[src/rtl/sd_mod2_pkg.sv]
package sd_mod2_pkg;
  localparam int SD_DATA_W = 16;
  localparam int SD_COEF_W = 16;
  localparam int SD_FRAC_W = 14;
  localparam int SD_ACC_W  = 24;

  typedef enum logic {
    DEC_LOW  = 1'b0,
    DEC_HIGH = 1'b1
  } sd_dec_e;
endpackage

[src/rtl/sd_prescale.sv]
module sd_prescale #(
  parameter int DATA_W = 16,
  parameter int COEF_W = 16,
  parameter int FRAC_W = 14,
  parameter int OUT_W  = DATA_W + COEF_W + 1 - FRAC_W
) (
  input  logic signed [DATA_W-1:0] x_in,
  input  logic        [COEF_W-1:0] gain,
  output logic signed [OUT_W-1:0]  scaled
);
  localparam int PW = DATA_W + COEF_W + 1;

  // signed sample times unsigned fixed-point gain, floored
  function automatic logic signed [PW-1:0] apply_gain(
    input logic signed [DATA_W-1:0] x,
    input logic        [COEF_W-1:0] g
  );
    logic signed [PW-1:0] xe;
    logic signed [PW-1:0] ge;
    logic signed [PW-1:0] pr;
    xe = {{(COEF_W+1){x[DATA_W-1]}}, x};
    ge = {{(DATA_W+1){1'b0}}, g};
    pr = xe * ge;
    return pr >>> FRAC_W;
  endfunction

  logic signed [PW-1:0] full;

  always_comb begin
    full   = apply_gain(x_in, gain);
    scaled = full[OUT_W-1:0];
  end
endmodule

[src/rtl/sd_integrator.sv]
module sd_integrator #(
  parameter int ACC_W   = 24,
  parameter int IN_W    = 19,
  parameter int COEF_W  = 16,
  parameter int FRAC_W  = 14,
  parameter int FS_LOG2 = 15,
  parameter int EXT_W   = ACC_W + 2
) (
  input  logic                    clk,
  input  logic                    rst,
  input  logic                    en,
  input  logic signed [IN_W-1:0]  add_in,
  input  logic        [COEF_W-1:0] coef,
  input  logic                    fb_bit,
  output logic signed [ACC_W-1:0] acc_q,
  output logic signed [ACC_W-1:0] acc_d,
  output logic signed [EXT_W-1:0] delta,
  output logic                    sat_hi,
  output logic                    sat_lo
);
  localparam int PROD_W = COEF_W + FS_LOG2 + 1;
  localparam logic signed [EXT_W-1:0] MAXV =
    {{(EXT_W-ACC_W+1){1'b0}}, {(ACC_W-1){1'b1}}};
  localparam logic signed [EXT_W-1:0] MINV =
    {{(EXT_W-ACC_W+1){1'b1}}, {(ACC_W-1){1'b0}}};
  localparam logic signed [ACC_W-1:0] ACC_MAX = {1'b0, {(ACC_W-1){1'b1}}};
  localparam logic signed [ACC_W-1:0] ACC_MIN = {1'b1, {(ACC_W-1){1'b0}}};

  // weight times the +/- full-scale feedback level, floored
  function automatic logic signed [EXT_W-1:0] fb_weight(
    input logic [COEF_W-1:0] c,
    input logic              b
  );
    logic signed [PROD_W-1:0] p;
    p = {{(FS_LOG2+1){1'b0}}, c};
    p = p <<< FS_LOG2;
    if (!b) p = -p;
    p = p >>> FRAC_W;
    return p[EXT_W-1:0];
  endfunction

  function automatic logic signed [ACC_W-1:0] clip(
    input logic signed [EXT_W-1:0] v
  );
    if (v > MAXV) return ACC_MAX;
    else if (v < MINV) return ACC_MIN;
    else return v[ACC_W-1:0];
  endfunction

  logic signed [EXT_W-1:0] acc_x;
  logic signed [EXT_W-1:0] in_x;
  logic signed [EXT_W-1:0] sum;

  always_comb begin
    acc_x  = {{(EXT_W-ACC_W){acc_q[ACC_W-1]}}, acc_q};
    in_x   = {{(EXT_W-IN_W){add_in[IN_W-1]}}, add_in};
    delta  = in_x - fb_weight(coef, fb_bit);
    sum    = acc_x + delta;
    sat_hi = (sum > MAXV);
    sat_lo = (sum < MINV);
    acc_d  = clip(sum);
  end

  always_ff @(posedge clk) begin
    if (rst) acc_q <= '0;
    else if (en) acc_q <= acc_d;
  end
endmodule

[src/rtl/sd_decision.sv]
module sd_decision
  import sd_mod2_pkg::*;
#(
  parameter int ACC_W = 24
) (
  input  logic                    clk,
  input  logic                    rst,
  input  logic                    en,
  input  logic signed [ACC_W-1:0] acc_next,
  output logic                    bit_q
);
  sd_dec_e dec_q;
  sd_dec_e dec_d;

  always_comb dec_d = acc_next[ACC_W-1] ? DEC_LOW : DEC_HIGH;

  always_ff @(posedge clk) begin
    if (rst) dec_q <= DEC_LOW;
    else if (en) dec_q <= dec_d;
  end

  assign bit_q = (dec_q == DEC_HIGH);
endmodule

[src/rtl/sd_mod2_top.sv]
module sd_mod2_top
  import sd_mod2_pkg::*;
#(
  parameter int DATA_W = SD_DATA_W,
  parameter int COEF_W = SD_COEF_W,
  parameter int FRAC_W = SD_FRAC_W,
  parameter int ACC_W  = SD_ACC_W
) (
  input  logic                     clk,
  input  logic                     rst,
  input  logic                     smp_en,
  input  logic signed [DATA_W-1:0] din,
  input  logic        [COEF_W-1:0] gain_in,
  input  logic        [COEF_W-1:0] coef_a,
  input  logic        [COEF_W-1:0] coef_b,
  output logic                     bit_out
);
  localparam int SC_W    = DATA_W + COEF_W + 1 - FRAC_W;
  localparam int EXT_W   = ACC_W + 2;
  localparam int FS_LOG2 = DATA_W - 1;

  logic signed [SC_W-1:0]  scaled;
  logic signed [ACC_W-1:0] acc1_q, acc1_d, acc2_q, acc2_d;
  logic signed [EXT_W-1:0] delta1, delta2;
  logic                    sat1_hi, sat1_lo, sat2_hi, sat2_lo;

  sd_prescale #(
    .DATA_W(DATA_W), .COEF_W(COEF_W), .FRAC_W(FRAC_W), .OUT_W(SC_W)
  ) u_pre (
    .x_in(din), .gain(gain_in), .scaled(scaled)
  );

  sd_integrator #(
    .ACC_W(ACC_W), .IN_W(SC_W), .COEF_W(COEF_W), .FRAC_W(FRAC_W),
    .FS_LOG2(FS_LOG2), .EXT_W(EXT_W)
  ) u_int1 (
    .clk(clk), .rst(rst), .en(smp_en), .add_in(scaled), .coef(coef_a),
    .fb_bit(bit_out), .acc_q(acc1_q), .acc_d(acc1_d), .delta(delta1),
    .sat_hi(sat1_hi), .sat_lo(sat1_lo)
  );

  sd_integrator #(
    .ACC_W(ACC_W), .IN_W(ACC_W), .COEF_W(COEF_W), .FRAC_W(FRAC_W),
    .FS_LOG2(FS_LOG2), .EXT_W(EXT_W)
  ) u_int2 (
    .clk(clk), .rst(rst), .en(smp_en), .add_in(acc1_q), .coef(coef_b),
    .fb_bit(bit_out), .acc_q(acc2_q), .acc_d(acc2_d), .delta(delta2),
    .sat_hi(sat2_hi), .sat_lo(sat2_lo)
  );

  sd_decision #(.ACC_W(ACC_W)) u_dec (
    .clk(clk), .rst(rst), .en(smp_en), .acc_next(acc2_d), .bit_q(bit_out)
  );
endmodule

[config.mk]
export PLATFORM = sky130hd
export DESIGN_NAME = sd_mod2_top
export DESIGN_NICKNAME = d
export VERILOG_FILES = /design/src/rtl/sd_mod2_pkg.sv /design/src/rtl/sd_prescale.sv /design/src/rtl/sd_integrator.sv /design/src/rtl/sd_decision.sv /design/src/rtl/sd_mod2_top.sv
export SDC_FILE = /design/constraint.sdc
export NUM_CORES = 1
export LEC_CHECK = 0
export ABC_AREA = 1
export BUFFER_PORTS_ARGS = -buffer_cell sky130_fd_sc_hd__clkbuf_2
export CORE_UTILIZATION = 40
export CTS_CLUSTER_DIAMETER = 40
export CTS_CLUSTER_SIZE = 30
export DETAILED_ROUTE_END_ITERATION = 7
export PLACE_DENSITY_LB_ADDON = 0.2
export SLEW_MARGIN = 20
export SYNTH_ARGS = -nofsm -noshare
export SYNTH_HDL_FRONTEND = slang
export SYNTH_SLANG_ARGS = --single-unit
export TNS_END_PERCENT = 5
[constraint.sdc]
create_clock -name clk -period 21.3 [get_ports clk]
set_clock_uncertainty 0.1 [all_clocks]
set_input_delay 6.39 -clock clk [delete_from_list [all_inputs] [get_ports clk]]
set_output_delay 6.39 -clock clk [all_outputs]
set_load 0.005 [all_outputs]
==> results.md, run 1 <==
- Result of the run: finished, final reports clean
- Area of the mapped netlist: between 15000 and 20000 sq um
- Mean Syn Cell Area: between 7 and 8 sq um
- Dominant combinational cell family by area after synthesis: adder cells
- Overall via count from detail_route: ~13k
- Footprint of the flip-flops and latches: ~980 sq um
- Clock-pin slew of the registers on the worst-case setup and hold paths: roughly 80 ps
- Crit path capture type: flip-flop
- Complex-gate fraction of the synthesized area: a little under 9%
- Cell type with the highest aggregate area in the netlist: fa_1
- Seq/Total Area, Yosys: 6.30%
- Adder and majority gate portion of the synthesized area: about 44%
- Final HPWL DP: around 36 mm
- Post_cts resized: 0
- Sort of element at the start of the critical path: input port
- CTS tree: yes
- Top-area cell type share of the netlist area: between 30% and 40%
- Leading cell types in the layout, fill and taps excluded: 563 x nand2_1, 539 x inv_1, 239 x fa_1
- Final clock period utilization by the worst path: about 70%
- Unrepaired setup endpoints after global routing: no
- Number of max-cap violations: 0
- Synthesis-to-layout area growth: 5.42%
- Pin count of the biggest net entering global routing: between 40 and 50
- Detailed-route vias per instance: 4.90
- Source-to-sink clock delay at the later pin of the worst-skew pair: ~300 ps
- Count of cells along the worst hold path: 2
- Number of flip-flops and latches in the synthesized netlist: just under 50
- Post-synth EDFFs: 0
- Startpoint-to-endpoint class of the critical path: input port to flip-flop
- CP Max Fanout: 19
- Buffers inserted by post-CTS timing repair: 0
- Data required time at the worst endpoint: 21360 ps
- Aggregate global-route resource usage: 23.1%
- Synth Net Count: 2682
- Post-Route WL: ~43 mm
- Number of iterations in the first detailed-routing pass: 5
- Die Wd: 199 microns
- Worst slew margin: 37.9%
- Core box area: ~38000 sq um
- Hold WC Path Type: flip-flop to flip-flop
- Total Die Area: 39700 sq um
- Final number of setup-violating endpoints: 0
- Fill cell instance count of the final layout: around 4.1k
- Highest attainable clock frequency: 68.3 MHz
- Yosys warnings: 0
- Clock buffer count from CTS: 5
- Synth Area in XOR/XNOR: under 10%
- Number of nets in the finished design: about 2.7k
- Initial antenna violation count: 0
- Min Clock Period, post-route: 14630 ps
- Portion of netlist area occupied by mux cells: 0%
- Main area contributors after synthesis: fa_1 31%, ha_1 14%, nand2_1 14%, inv_1 13%, dfxtp_1 6.3%
- Async S/R FF share, synth: 0%
- Final weighted congestion in routability-driven placement: ~0.91
- Top Ports: about 70
- Number of slew-limit violations in the final report: 0
- Total of hold buffers inserted after clock tree synthesis: 0
- Post-DR wirelength/cell: 15.9 microns
- DRC violation count after routing: 0
- Arrival time at the worst endpoint: 14700 ps
- Layout cell share with drive strength beyond 1: 5.11%
- Commonest non-fill, non-tap cell in the layout: nand2_1
- Wire length of the first global-routing pass: slightly above 70 mm
- Sum of negative setup slack: 0 ps
- Most Frequent Cell on Critical Path: fa_1
- Antenna diode instance count: 0
- Distinct cell type count of the synthesized netlist: 42
- Prevailing post-synth register cell: dfxtp_1
- Number of endpoints with negative hold slack in the final report: 0
- Clock root buffer master: clkbuf_16
- Footprint of the multi-input gates: between 10000 and 15000 sq um
- Starting DRC count in detailed routing: about 650
- Max Root-Sink Buffers: 2
- Maximum level of the CTS H-tree: 2
- Depth of the worst register-to-register path: 17
- Maximum single-stage delay on the critical path: 560 ps
- Initial standard-cell utilization of the core: 41.0%
- Antenna-violating nets left: 0
- Gate Count Post-Synth: around 2.2k
- Post-synthesis share of cell area spent on and, or, nand and nor gates: 20.9%
- CTS sink cnt: a little under 50
- Vertical die dimension: approximately 200 microns
- Transition at the pin with the smallest max-transition slack: slightly above 900 ps
- Standard-cell row count: a little over 70
- Via count of the first global-routing pass: around 14k
- Count of port buffers added during placement: 67
- Overflow left after global routing: 0
- Worst path slowest cell: fa_1
## worst paths after layout
path                       to  slack, ps            start
max          u_int1.acc_q[14]       6670          din[15]
min           u_int1.acc_q[1]        370  u_int1.acc_q[1]
max reg2reg  u_int1.acc_q[14]      16520      u_dec.bit_q
min reg2reg   u_int1.acc_q[1]        370  u_int1.acc_q[1]
## cell usage after synthesis (7+ instances only)
cell type,instances
nand2_1,563
inv_1,540
fa_1,239
ha_1,170
a21oi_1,126
nor2_1,120
o21ai_0,77
clkbuf_1,65
nand3_1,55
xor2_1,55
dfxtp_1,49
xnor2_1,27
nand4_1,16
nor3_1,14
or2_2,10
a21oi_2,9
nand2_2,8
a31oi_1,7
## layer usage
layer  vias to the layer above  routed length [microns]  track usage [%]
li1                       6594                        -                -
met1                      6378                    18900             29.3
met2                       308                    21700             42.6
met3                        42                     1800             1.42
met4                         0                      783             4.99
met5                         -                        0                0
## metrics by stage
step / cells / setup WS, ps / hold WS, ps / instance area [sq um] / utilization [%]
final: 2721 / 6670 / 368 / 16400 / 43.3
after detailed placement: 2713 / 6390 / 358 / 16200 / 42.8
after CTS: 2721 / 6680 / 370 / 16400 / 43.2
after floorplan: 2206 / 7410 / 345 / 15600 / -
after global placement: 2713 / 6570 / 354 / 16200 / 42.8
after global routing: 2721 / 6090 / 388 / 16400 / 43.3
## state kept, by name, summed over array words and instances (netlist names)
| register | flops |
|---|---|
| u_int1.acc_q | 24 |
| u_int2.acc_q | 24 |
| u_dec.bit_q | 1 |
## critical path: cells and delay by family
family | cells | cell delay, ps
compound gates | 7 | 1650
fa+ha+maj | 9 | 4470
buf+inv | 7 | 770
simple gates | 8 | 1380
## cell type report
| type | instances | share of cell area [%] |
|---|---|---|
| timing repair buffer | 69 | 2.14 |
| tap | 511 | 3.90 |
| clock inverter | 3 | 0.175 |
| sequential | 49 | 5.98 |
| clock buffer | 5 | 0.763 |
| multi-input combinational | 1542 | 74.7 |
| inverter | 542 | 12.4 |
## kinds of logic after synthesis
logic type | count (synthesis)
fa+ha+maj | 409
xor+xnor | 82
simple gates | 803
compound gates | 248
buf+inv | 615
flops | 49
Power of run 1 is left out: the tool's default activity adds up to more than one toggle a clock period on the data nets, which glitch-free logic cannot reach.
==> run 2, diff against run 1 <==
Clock period 21.3 ns to 13.5 ns, I/O delays scaled along.
==> run 2 against run 1 <==
Against the previous run:
- sequential cell count stayed put
- non-clock buffer count unchanged
- cell area about the same
- global-route usage grew 0.056 points
- register-to-register slack worse by 8600 ps
- largest cell class unchanged
- via count grew 0.47%
- count of clock-buffer cells in the layout grew 1
- critical endpoint is now u_int1.acc_q[7]
==> results.md, run 2 (synthesis gave the netlist of run 1 again) <==
- Wire length of the first global-routing pass: ~72 mm
- Antenna diode instance count: 0
- Die Wd: between 150 and 200 microns
- Number of max-cap violations: 0
- Kind of cell adding the most delay to the critical path: adder cells
- Worst path slowest cell: fa_1
- Clock-pin slew of the registers on the worst-case setup and hold paths: 70 ps
- Max Root-Sink Buffers: 2
- Leading cell types in the layout, fill and taps excluded: 563 x nand2_1, 539 x inv_1, 239 x fa_1
- Final weighted congestion in routability-driven placement: 0.904
- CP Launch Point: din[15]
- Arrival time at the worst endpoint: roughly 12000 ps
- Number of endpoints with negative hold slack in the final report: 0
- Post_cts resized: 0
- Top Ports: 68
- Total of hold buffers inserted after clock tree synthesis: 0
- Post-DR wirelength/cell: ~16 microns
- Number of slew-limit violations in the final report: 0
- Synthesis-to-layout area growth: 5.43%
- Overall via count from detail_route: 13.4k
- Vertical die dimension: ~200 microns
- DRC violation count after routing: 0
- Starting DRC count in detailed routing: 536
- Total Die Area: about 40000 sq um
- Data required time at the worst endpoint: 13580 ps
- Buffers inserted by post-CTS timing repair: 0
- Highest attainable clock frequency: approximately 82 MHz
- Crit path capture type: flip-flop
- Core occupancy in the finished layout: a little over two fifths
- Worst slew margin: between 20% and 30%
- Reg2Reg Launch Point: u_dec.bit_q
- Standard-cell row count: between 70 and 80
- Transition at the pin with the smallest max-transition slack: 1070 ps
- Core box area: 37900 sq um
- Maximum level of the CTS H-tree: 2
- Pin count of the biggest net entering global routing: 48
- Antenna-violating nets left: 0
- Final number of setup-violating endpoints: 0
- Post-Route WL: roughly 44 mm
- Final HPWL DP: roughly 36 mm
- Most Frequent Cell on Critical Path: fa_1
- Sort of element at the start of the critical path: input port
- Number of nets in the finished design: about 2.7k
- Aggregate global-route resource usage: between 20% and 30%
- Maximum single-stage delay on the critical path: between 500 and 600 ps
- Initial antenna violation count: 0
- Reg-to-reg slack, setup: 7960 ps
- Sum of negative setup slack: 0 ps
- Detailed-route vias per instance: a little under 5
- Clock root buffer master: clkbuf_16
- Count of port buffers added during placement: between 60 and 70
- Number of iterations in the first detailed-routing pass: 5
- Startpoint-to-endpoint class of the critical path: input port to flip-flop
- CP Max Fanout: 18
- Hold WC Path Type: flip-flop to flip-flop
- Unrepaired setup endpoints after global routing: no
- Clock buffer count from CTS: 5
- Crit path buf inv count: 7
- Min Clock Period, post-route: about 12000 ps
- Source-to-sink clock delay at the later pin of the worst-skew pair: 300 ps
- Overflow left after global routing: 0
- Worst min-delay path startpoint: u_int1.acc_q[1]
- Layout cell share with drive strength beyond 1: under 10%
- Final clock period utilization by the worst path: between 90 and 100%
- Via count of the first global-routing pass: around 14k
- Commonest non-fill, non-tap cell in the layout: nand2_1
- Result of the run: finished, final reports clean
- CTS sink cnt: 49
- Initial standard-cell utilization of the core: 41.0%
- CTS tree: yes
==> run 2: cell count changes in the layout (fill, tap and decap cells not counted), sizes merged <==
cell	before	now
inv	543	542
clkbuf	72	73
==> run 2: through the flow <==
stage	hold slack (ps)	cell area, sq um	cells	setup WS, ps
2_1_floorplan	345	15600	2206	1950
3_3_place_gp	354	16200	2713	1110
3_5_place_dp	358	16200	2713	950
4_1_cts	370	16400	2721	1220
5_1_grt	390	16400	2721	643
6_report	366	16400	2721	1250
==> run 2: tightest hold or removal path, cell delays in order, from the launching register on <==
cell and delay [ps]:
dfxtp_1 310, nand2_1 60, a21oi_1 50
==> run 2: layer usage <==
layer  track usage (%)  vias to the layer above  part of all wire, %
met3              2.19                       54                  3.9
met4              6.50                        0                  2.8
met2              42.0                      282                   49
li1                  -                     6598                    -
met1              28.9                     6451                   44
met5                 0                        -                    0
==> run 2: layout make-up <==
class,count,area (sq um)
Clock inverter,2,17.5
Clock buffer,6,139
Inverter,542,2030
Timing Repair Buffer,69,350
Fill cell,4045,21500
Tap cell,511,639
Sequential cell,49,981
Multi-Input combinational cell,1542,12200
==> run 2: final timing paths <==
| kind | end | cells after the start |
|---|---|---|
| worst max-delay path | u_int1.acc_q[7] | 31 |
| worst min-delay path | u_int1.acc_q[1] | 2 |
| worst max register to register | u_int1.acc_q[17] | 16 |
| worst min register to register | u_int1.acc_q[1] | 2 |
Power of run 2 is left out for the same reason.
